$ cat config.mk
export PLATFORM = sky130hd
export DESIGN_NAME = mstick_gen
export DESIGN_NICKNAME = d
export VERILOG_FILES = /design/src/rtl/mstick_pkg.sv /design/src/rtl/mstick_cfg_reg.sv /design/src/rtl/mstick_ratio.sv /design/src/rtl/mstick_fsm.sv /design/src/rtl/mstick_gen.sv
export SDC_FILE = /design/constraint.sdc
export NUM_CORES = 1
export LEC_CHECK = 0
export BUFFER_PORTS_ARGS = -buffer_cell sky130_fd_sc_hd__buf_4
export CORE_UTILIZATION = 45
export CTS_BUF_LIST = sky130_fd_sc_hd__clkbuf_16
export DETAILED_ROUTE_END_ITERATION = 7
export GPL_TIMING_DRIVEN = 0
export MAX_ROUTING_LAYER = met4
export SLEW_MARGIN = 10
export SYNTH_ARGS = -nofsm -noshare
export SYNTH_HDL_FRONTEND = slang
export SYNTH_SLANG_ARGS = --single-unit
$ cat constraint.sdc
create_clock -name clk -period 9.9 [get_ports clk]
set_input_delay 0.495 -clock clk [delete_from_list [all_inputs] [get_ports clk]]
set_output_delay 0.495 -clock clk [all_outputs]
set_load 0.02 [all_outputs]
$ cat src/rtl/mstick_pkg.sv
package mstick_pkg;

    // Tick generator states.
    typedef enum logic {
        ST_COUNT = 1'b0,
        ST_PULSE = 1'b1
    } tick_state_e;

    // Encoding of the unit bit.
    localparam logic UNIT_KHZ = 1'b0;
    localparam logic UNIT_MHZ = 1'b1;

endpackage

$ cat src/rtl/mstick_cfg_reg.sv
module mstick_cfg_reg #(
    parameter int          SPEED_W   = 10,
    parameter int          RST_SPEED = 48,
    parameter logic        RST_UNIT  = 1'b1,
    localparam int         CFG_W     = SPEED_W + 2
) (
    input  logic               clk,
    input  logic               rst_n,
    input  logic               we,
    input  logic [CFG_W-1:0]   wdata,
    output logic               unit_o,
    output logic [SPEED_W-1:0] speed_o,
    output logic [CFG_W-1:0]   rdata
);

    logic unused_bit;
    assign unused_bit = wdata[1];

    always_ff @(posedge clk or negedge rst_n) begin
        if (!rst_n) begin
            unit_o  <= RST_UNIT;
            speed_o <= SPEED_W'(RST_SPEED);
        end else if (we) begin
            unit_o  <= wdata[0];
            speed_o <= wdata[CFG_W-1:2];
        end
    end

    // Bit 1 is a gap in the layout and always reads zero.
    assign rdata = {speed_o, 1'b0, unit_o};

endmodule

$ cat src/rtl/mstick_ratio.sv
module mstick_ratio #(
    parameter int  SPEED_W  = 10,
    parameter int  MHZ_MULT = 1000,
    parameter int  KHZ_MIN  = 4,
    parameter int  MHZ_MIN  = 1,
    parameter int  PER_W    = 20
) (
    input  logic               unit_i,
    input  logic [SPEED_W-1:0] speed_i,
    output logic [PER_W-1:0]   period_o
);
    import mstick_pkg::*;

    logic [PER_W-1:0] spd_ext;
    logic [PER_W-1:0] khz_per;
    logic [PER_W-1:0] mhz_base;
    logic [PER_W-1:0] mhz_per;

    assign spd_ext = PER_W'(speed_i);

    // Raise any speed below the legal floor for its unit.
    always_comb begin
        khz_per  = (spd_ext < PER_W'(KHZ_MIN)) ? PER_W'(KHZ_MIN) : spd_ext;
        mhz_base = (spd_ext < PER_W'(MHZ_MIN)) ? PER_W'(MHZ_MIN) : spd_ext;
    end

    // A multiplier of one needs no multiply at all.
    generate
        if (MHZ_MULT == 1) begin : g_no_mult
            assign mhz_per = mhz_base;
        end else begin : g_mult
            assign mhz_per = mhz_base * PER_W'(MHZ_MULT);
        end
    endgenerate

    assign period_o = (unit_i == UNIT_MHZ) ? mhz_per : khz_per;

endmodule

$ cat src/rtl/mstick_fsm.sv
module mstick_fsm #(
    parameter int PER_W = 20
) (
    input  logic             clk,
    input  logic             rst_n,
    input  logic             restart,
    input  logic [PER_W-1:0] period,
    output logic             tick
);
    import mstick_pkg::*;

    tick_state_e      state_q, state_d;
    logic [PER_W-1:0] cnt_q, cnt_d;
    logic             at_end;

    assign at_end = (cnt_q == period - PER_W'(1));

    // Next state and count.
    always_comb begin
        state_d = state_q;
        cnt_d   = cnt_q + PER_W'(1);
        if (restart) begin
            // T_RESTART
            state_d = ST_COUNT;
            cnt_d   = '0;
        end else begin
            unique case (state_q)
                ST_COUNT: begin
                    if (at_end) begin
                        // T_WRAP
                        state_d = ST_PULSE;
                        cnt_d   = '0;
                    end
                end
                ST_PULSE: begin
                    // T_RESUME
                    state_d = ST_COUNT;
                end
                default: begin
                    state_d = ST_COUNT;
                    cnt_d   = '0;
                end
            endcase
        end
    end

    // State register.
    always_ff @(posedge clk or negedge rst_n) begin
        if (!rst_n) begin
            state_q <= ST_COUNT;
            cnt_q   <= '0;
        end else begin
            state_q <= state_d;
            cnt_q   <= cnt_d;
        end
    end

    // Outputs.
    always_comb begin
        unique case (state_q)
            ST_PULSE: tick = 1'b1;
            default:  tick = 1'b0;
        endcase
    end

endmodule

$ cat src/rtl/mstick_gen.sv
module mstick_gen #(
    parameter int   SPEED_W   = 10,
    parameter int   MHZ_MULT  = 1000,
    parameter int   KHZ_MIN   = 4,
    parameter int   MHZ_MIN   = 1,
    parameter int   RST_SPEED = 48,
    parameter logic RST_UNIT  = 1'b1,
    localparam int  CFG_W     = SPEED_W + 2,
    localparam int  MAX_PER   = ((1 << SPEED_W) - 1) * MHZ_MULT,
    localparam int  PER_W     = $clog2(MAX_PER + 1)
) (
    input  logic             clk,
    input  logic             rst_n,
    input  logic             cfg_we,
    input  logic [CFG_W-1:0] cfg_wdata,
    output logic [CFG_W-1:0] cfg_rdata,
    output logic             tick
);

    logic               unit_w;
    logic [SPEED_W-1:0] speed_w;
    logic [PER_W-1:0]   period_w;

    mstick_cfg_reg #(
        .SPEED_W   (SPEED_W),
        .RST_SPEED (RST_SPEED),
        .RST_UNIT  (RST_UNIT)
    ) u_cfg (
        .clk     (clk),
        .rst_n   (rst_n),
        .we      (cfg_we),
        .wdata   (cfg_wdata),
        .unit_o  (unit_w),
        .speed_o (speed_w),
        .rdata   (cfg_rdata)
    );

    mstick_ratio #(
        .SPEED_W  (SPEED_W),
        .MHZ_MULT (MHZ_MULT),
        .KHZ_MIN  (KHZ_MIN),
        .MHZ_MIN  (MHZ_MIN),
        .PER_W    (PER_W)
    ) u_ratio (
        .unit_i   (unit_w),
        .speed_i  (speed_w),
        .period_o (period_w)
    );

    mstick_fsm #(
        .PER_W (PER_W)
    ) u_fsm (
        .clk     (clk),
        .rst_n   (rst_n),
        .restart (cfg_we),
        .period  (period_w),
        .tick    (tick)
    );

endmodule

Yosys cells after proc, flatten, opt, wreduce, memory -nomap -nowiden --
Index checks and enable logic that the tools add are counted.
Operators by class: $add $sub $neg 2, $mul 1, magnitude comparators 2, equality and inequality tests 1, multiplexer cells 10, bitwise gates (word level) 1
Operator list (number):
- 20-bit two-way mux | 4
- 20-bit by 1-bit adder with 20-bit output, second input constant | 1
- 20-bit == test | 1
- 20-bit by 7-bit multiplier with 17-bit output, second input constant | 1
- 10-bit two-way mux | 2
- 20-bit by 1-bit subtractor with 20-bit output, second input constant | 1
- 10-bit by 1-bit less-than comparator with 1-bit output, second input constant | 1
- 10-bit by 3-bit less-than comparator with 1-bit output, second input constant | 1
- 1-bit two-way mux | 3
- 1-bit case mux with 2 select lines | 1
- 1-bit inverter | 1
Storage, ports and cells: register bits after elaboration 32, input port bits 15, output and inout port bits 13

Logic depth before layout (Yosys ltp) --
depth in word-level cells 9, gate-level depth with buffers 23, gate-level depth less buffers 21

By module --
From an unflattened synthesis, not the netlist that was laid out.
Unflattened totals: cells, all modules 462, area, all modules 4166.5 µm²
By module, submodules not included:
- mstick_ratio | times used 1, cells an instance 233, area an instance 1951.9 µm², seq. area each 0.0 µm²
- mstick_fsm | times used 1, cells an instance 193, area an instance 1669.1 µm², seq. area each 525.5 µm²
- mstick_cfg_reg | times used 1, cells an instance 36, area an instance 545.5 µm², seq. area each 279.0 µm²

Least setup slack after synthesis --
No wires, ideal clock.
kind flip-flop to flip-flop, from reg u_cfg.speed_o[8], to reg u_fsm.cnt_q[0], arrival 5.794 ns, path slack 3.967 ns, cell stages (with the launch flop) 23, buffers on the path 1, period minus slack after synthesis 5.933 ns, path through dfrtp_1 inv_1 ha_1 nor4b_4 nand2_1 a21oi_1 ha_1 inv_1 fa_1 fa_1 inv_1 fa_1 ha_1 o211a_1 a21boi_1 or3_1 a31oi_1 nand3_2 or3_1 a31o_1 a31oi_2 buf_6 a311oi_1
On the way: longest elaborated chain between the ends 9, elaborated cells on any way between the ends 11, those cells by class add/sub (1); mul (1); order compare (2); eq/ne (1); mux (6)
RTL lines:
- start, declared | RTL line mstick_cfg_reg.sv:12 | output logic [SPEED_W-1:0] speed_o,
- start signal, assigned | RTL line mstick_cfg_reg.sv:22 | speed_o <= SPEED_W'(RST_SPEED);
- start signal, assigned | RTL line mstick_cfg_reg.sv:25 | speed_o <= wdata[CFG_W-1:2];
- 10-bit by 1-bit less-than comparator with 1-bit output | RTL line mstick_ratio.sv:24 | mhz_base = (spd_ext < PER_W'(MHZ_MIN)) ? PER_W'(MHZ_MIN) : spd_ext;
- 10-bit two-way mux | RTL line mstick_ratio.sv:24
- 20-bit by 7-bit multiplier with 17-bit output | RTL line mstick_ratio.sv:32 | assign mhz_per = mhz_base * PER_W'(MHZ_MULT);
- 20-bit two-way mux * | RTL line mstick_ratio.sv:36 | assign period_o = (unit_i == UNIT_MHZ) ? mhz_per : khz_per;
- 20-bit by 1-bit subtractor with 20-bit output * | RTL line mstick_fsm.sv:16 | assign at_end = (cnt_q == period - PER_W'(1));
- 20-bit == test * | RTL line mstick_fsm.sv:16
- 20-bit two-way mux * | RTL line mstick_fsm.sv:29 | if (at_end) begin
- 20-bit two-way mux * | RTL line mstick_fsm.sv:27 | unique case (state_q)
- 20-bit two-way mux * | RTL line mstick_fsm.sv:22 | if (restart) begin
- net u_fsm.cnt_d[0] | RTL line mstick_fsm.sv:13 | logic [PER_W-1:0] cnt_q, cnt_d;
- end signal, assigned | RTL line mstick_fsm.sv:54 | cnt_q <= cnt_d;
- end, declared | RTL line mstick_fsm.sv:13
The timed path passes the listed nets; every way through them passes the cells marked *. A chain may end at the register's enable or synchronous reset.

Final worst setup path --
from reg u_cfg.speed_o[8], to reg u_fsm.cnt_q[1]
Same word-level chain as after synthesis.

==> reports/qor.yml <==
clock_tree:
  cts_sinks: 32
  h-tree-depth: 2
  cts_max_path_buffers: 2
  clkLatencyLatePin_ns: 0.28
  cts_buffers: 5
  ctsResizeCount: 0
  clk_pin_slew_worst_paths_ns: 0.06
  cts_tree: "built"
  post_cts_buffers: 0
  cts_root_buf: "clkbuf_16"
  cts_hold_buf: 0
flow_run:
  drv_cap: 0
synth:
  syn_avg_cell_area_sq_um: 8.86
  ys_types: 75
  yosysWarnings: 0
  synth-main-ff-cell: "dfrtp_1"
  async_reset_ff_share_pct: 100
  synthesis.nets: 589
  syn_inst: 505
  synth_edf_count: 0
  synth.yosys.seq_area_share_pct: 18.0
  synth.cell_area_sq_um: 4470
  synth_seq_cells: 32
finish:
  nNetsFinal: 620
  final_cell_mix: "inv_1 (55), ha_1 (41), nand2_1 (32)"
  insertedDiodeCount: 0
  final_common_cell: "inv_1"
  drive_gt1_share_pct: 11.9
  layout.core_utilization_pct: 51.5
  area_growth_pct: 11.5
  stdcell_count: 670
critical_path:
  r2r_start: "u_cfg.speed_o[8]"
  cp_slowest_cell: "fa_1"
  critPathMaxStageDelay_ns: 0.56
  reg2reg_slack_ns: 3.13
  crit_arrival_ns: 6.90
  crit_path_start: "u_cfg.speed_o[8]"
  cp-end-kind: "register"
  criticalPathCategory: "reg2reg"
  r2r_end: "u_fsm.cnt_q[1]"
  r2r_cells: 22
  crit_chain: "inv_1 -> ha_1 -> nor4b_4 -> nand2_1 -> a21oi_1 -> ha_1 -> inv_1 -> fa_1 -> fa_1 -> inv_1 -> fa_1 -> ha_1 -> o211a_1 -> a21boi_1 -> o21ai_0 -> a31oi_1 -> nand3_2 -> or3_1 -> a31o_1 -> a31oi_2 -> buf_6 -> a311oi_1"
  startpoint_type: "register"
  setup.worst_path.end: "u_fsm.cnt_q[1]"
  crit_required_ns: 10.03
  worstPathMaxFanout: 10
global_routing:
  track_usage_pct: 23.8
  grt_max_degree: 33
  grt_pass1_wl_mm: 18.6
  grt_overflow: 0
  grt_pass1_vias: 3690
  antenna_found_initial: 0
run_status:
  status: "complete, no violations"
placement:
  dp_cells: 662
  dp_hpwl_mm: 8.94
  routabilityCongestion: 0.855
  pre_cts_slack_ns: 3.18
  port_buffers: 24
floorplanning:
  die_h_um: 102
  die_area_sq_um: 10300
  ioPinCount: 28
  die_x_um: 102
  core-area_sq_um: 9680
  core.rowCount: 36
  initial_core_util_pct: 46.2
route:
  wl_per_cell_um: 16.6
  via_count: 3826
  vias_per_cell: 5.71
  drt-pass1-iter-count: 4
  drc: 0
  final_antenna_net_count: 0
  initialDrtViolationCount: 165
  drt_wl_total_mm: 11.1
worst_hold_path:
  hp-class: "in2async"
timing:
  rsz0062_at_grt: "no"
  setup_viol: 0
  fin_ws_ns: 3.13
  finalMaxSlewViolations: 0
  max_freq_mhz: 148
  post-route-period-util_pct: 68.4
  worstMarginPinSlew_ns: 0.770
  hold_viol_final: 0
  fin_setup_tns_ns: 0
  max-slew-margin-rel_pct: 47.2
  fin_skew_ns: 0.00415
  finalCriticalPeriod_ns: 6.77
power:
  p_leak_nw: 2.14
  peakVddDrop_mv: 0.143
  powerDensity_nw_per_um2: 329
==> cells by family (layout without fill, tap and decap cells) <==
group | after synthesis | after routing | synth area share (%)
multiplexers | 13 | 13 | 3.08
other | 1 | 1 | 0.0838
AND/OR/NAND/NOR | 135 | 135 | 16.7
XOR/XNOR | 45 | 45 | 9.14
AO/OA/AOI/OAI | 123 | 123 | 20.5
adder cells (fa/ha/maj) | 69 | 69 | 24.0
flip-flops | 32 | 32 | 18.0
buffers and inverters | 87 | 119 | 8.53
==> how the worst min path moves through the flow <==
stage | end | depth (start not counted)
final | u_cfg.speed_o[1] | 1
after global routing | u_cfg.speed_o[1] | 1
after CTS | u_cfg.speed_o[6] | 1
after detailed placement | u_cfg.speed_o[6] | 1
after global placement | u_cfg.speed_o[1] | 1
after floorplan | u_cfg.speed_o[0] | 0
==> registers in the layout, indices dropped and copies added (netlist names) <==
name	cells
u_fsm.cnt_q	20
u_cfg.speed_o	10
u_cfg.unit_o	1
u_fsm.state_q	1
==> worst max-delay path: cells and delay by family (launching register included) <==
kind                     cells  cell delay (ns)
adder cells (fa/ha/maj)      6             2.41
AO/OA/AOI/OAI                8             2.26
AND/OR/NAND/NOR              4             1.04
buffers and inverters        4             0.52
flip-flops                   1             0.40
==> through the flow <==
step | instance area [sq um] | hold WS (ns) | power, mW
finish | 4990 | 0.155 | 1.64
CTS | 4990 | 0.175 | 1.64
global placement | 4820 | 0.461 | 1.42
global route | 4990 | 0.190 | 1.82
floorplan | 4470 | 0.199 | 1.17
detailed placement | 4820 | 0.475 | 1.45
==> area by class of cell <==
| cell class | count | area, sq um |
|---|---|---|
| repair buffers | 24 | 180 |
| clock buffers | 5 | 125 |
| fillers | 937 | 4700 |
| flip-flops and latches | 32 | 805 |
| plain buffers | 32 | 175 |
| clock inverters | 3 | 42.5 |
| multi-input cells | 386 | 3290 |
| inverters | 55 | 206 |
| well taps | 133 | 166 |
==> Yosys cell counts (2+ instances only) <==
library cell | number | area share, %
a2111o_1 | 2 | 0.50
a211oi_1 | 7 | 1.2
a21o_1 | 4 | 0.67
a21oi_1 | 17 | 1.9
a22oi_1 | 2 | 0.34
a311oi_1 | 21 | 4.1
a31oi_1 | 7 | 0.98
and2_1 | 3 | 0.42
and3_1 | 5 | 0.70
and4_1 | 2 | 0.39
buf_2 | 4 | 0.45
buf_4 | 2 | 0.34
buf_6 | 5 | 1.3
clkbuf_1 | 20 | 1.7
dfrtp_1 | 29 | 16
dfstp_2 | 3 | 1.8
fa_1 | 28 | 13
ha_1 | 41 | 11
inv_1 | 55 | 4.6
mux2_2 | 6 | 1.5
mux2i_1 | 7 | 1.6
nand2_1 | 32 | 2.7
nand2b_1 | 7 | 0.98
nand3_1 | 14 | 1.6
nand4_1 | 3 | 0.42
nor2_1 | 27 | 2.3
nor2b_1 | 3 | 0.42
nor3_1 | 11 | 1.2
nor4_1 | 5 | 0.70
o2111ai_1 | 2 | 0.39
o211a_1 | 6 | 1.3
o211ai_1 | 8 | 1.3
o21a_1 | 5 | 0.84
o21ai_0 | 19 | 2.1
o221ai_1 | 3 | 0.59
o32a_1 | 2 | 0.45
or3_1 | 6 | 0.84
or4_1 | 3 | 0.50
xnor2_1 | 30 | 5.9
xor2_1 | 14 | 2.7
==> report_power, final <==
part | switching [mW] | internal, mW
Sequential | 0.0106 | 0.137
Clock | 0.0621 | 0.118
Combinational | 0.804 | 0.510
Total | 0.876 | 0.765
==> layer usage <==
| metal | routed length (um) | up-vias | global-route usage (%) |
|---|---|---|---|
| li1 | - | 1882 | - |
| met1 | 5130 | 1863 | 32.0 |
| met2 | 5420 | 67 | 37.7 |
| met3 | 368 | 14 | 3.45 |
| met4 | 193 | 0 | 5.46 |
| met5 | 0 | - | - |
Note: power is estimated with default switching activity, not from simulation.
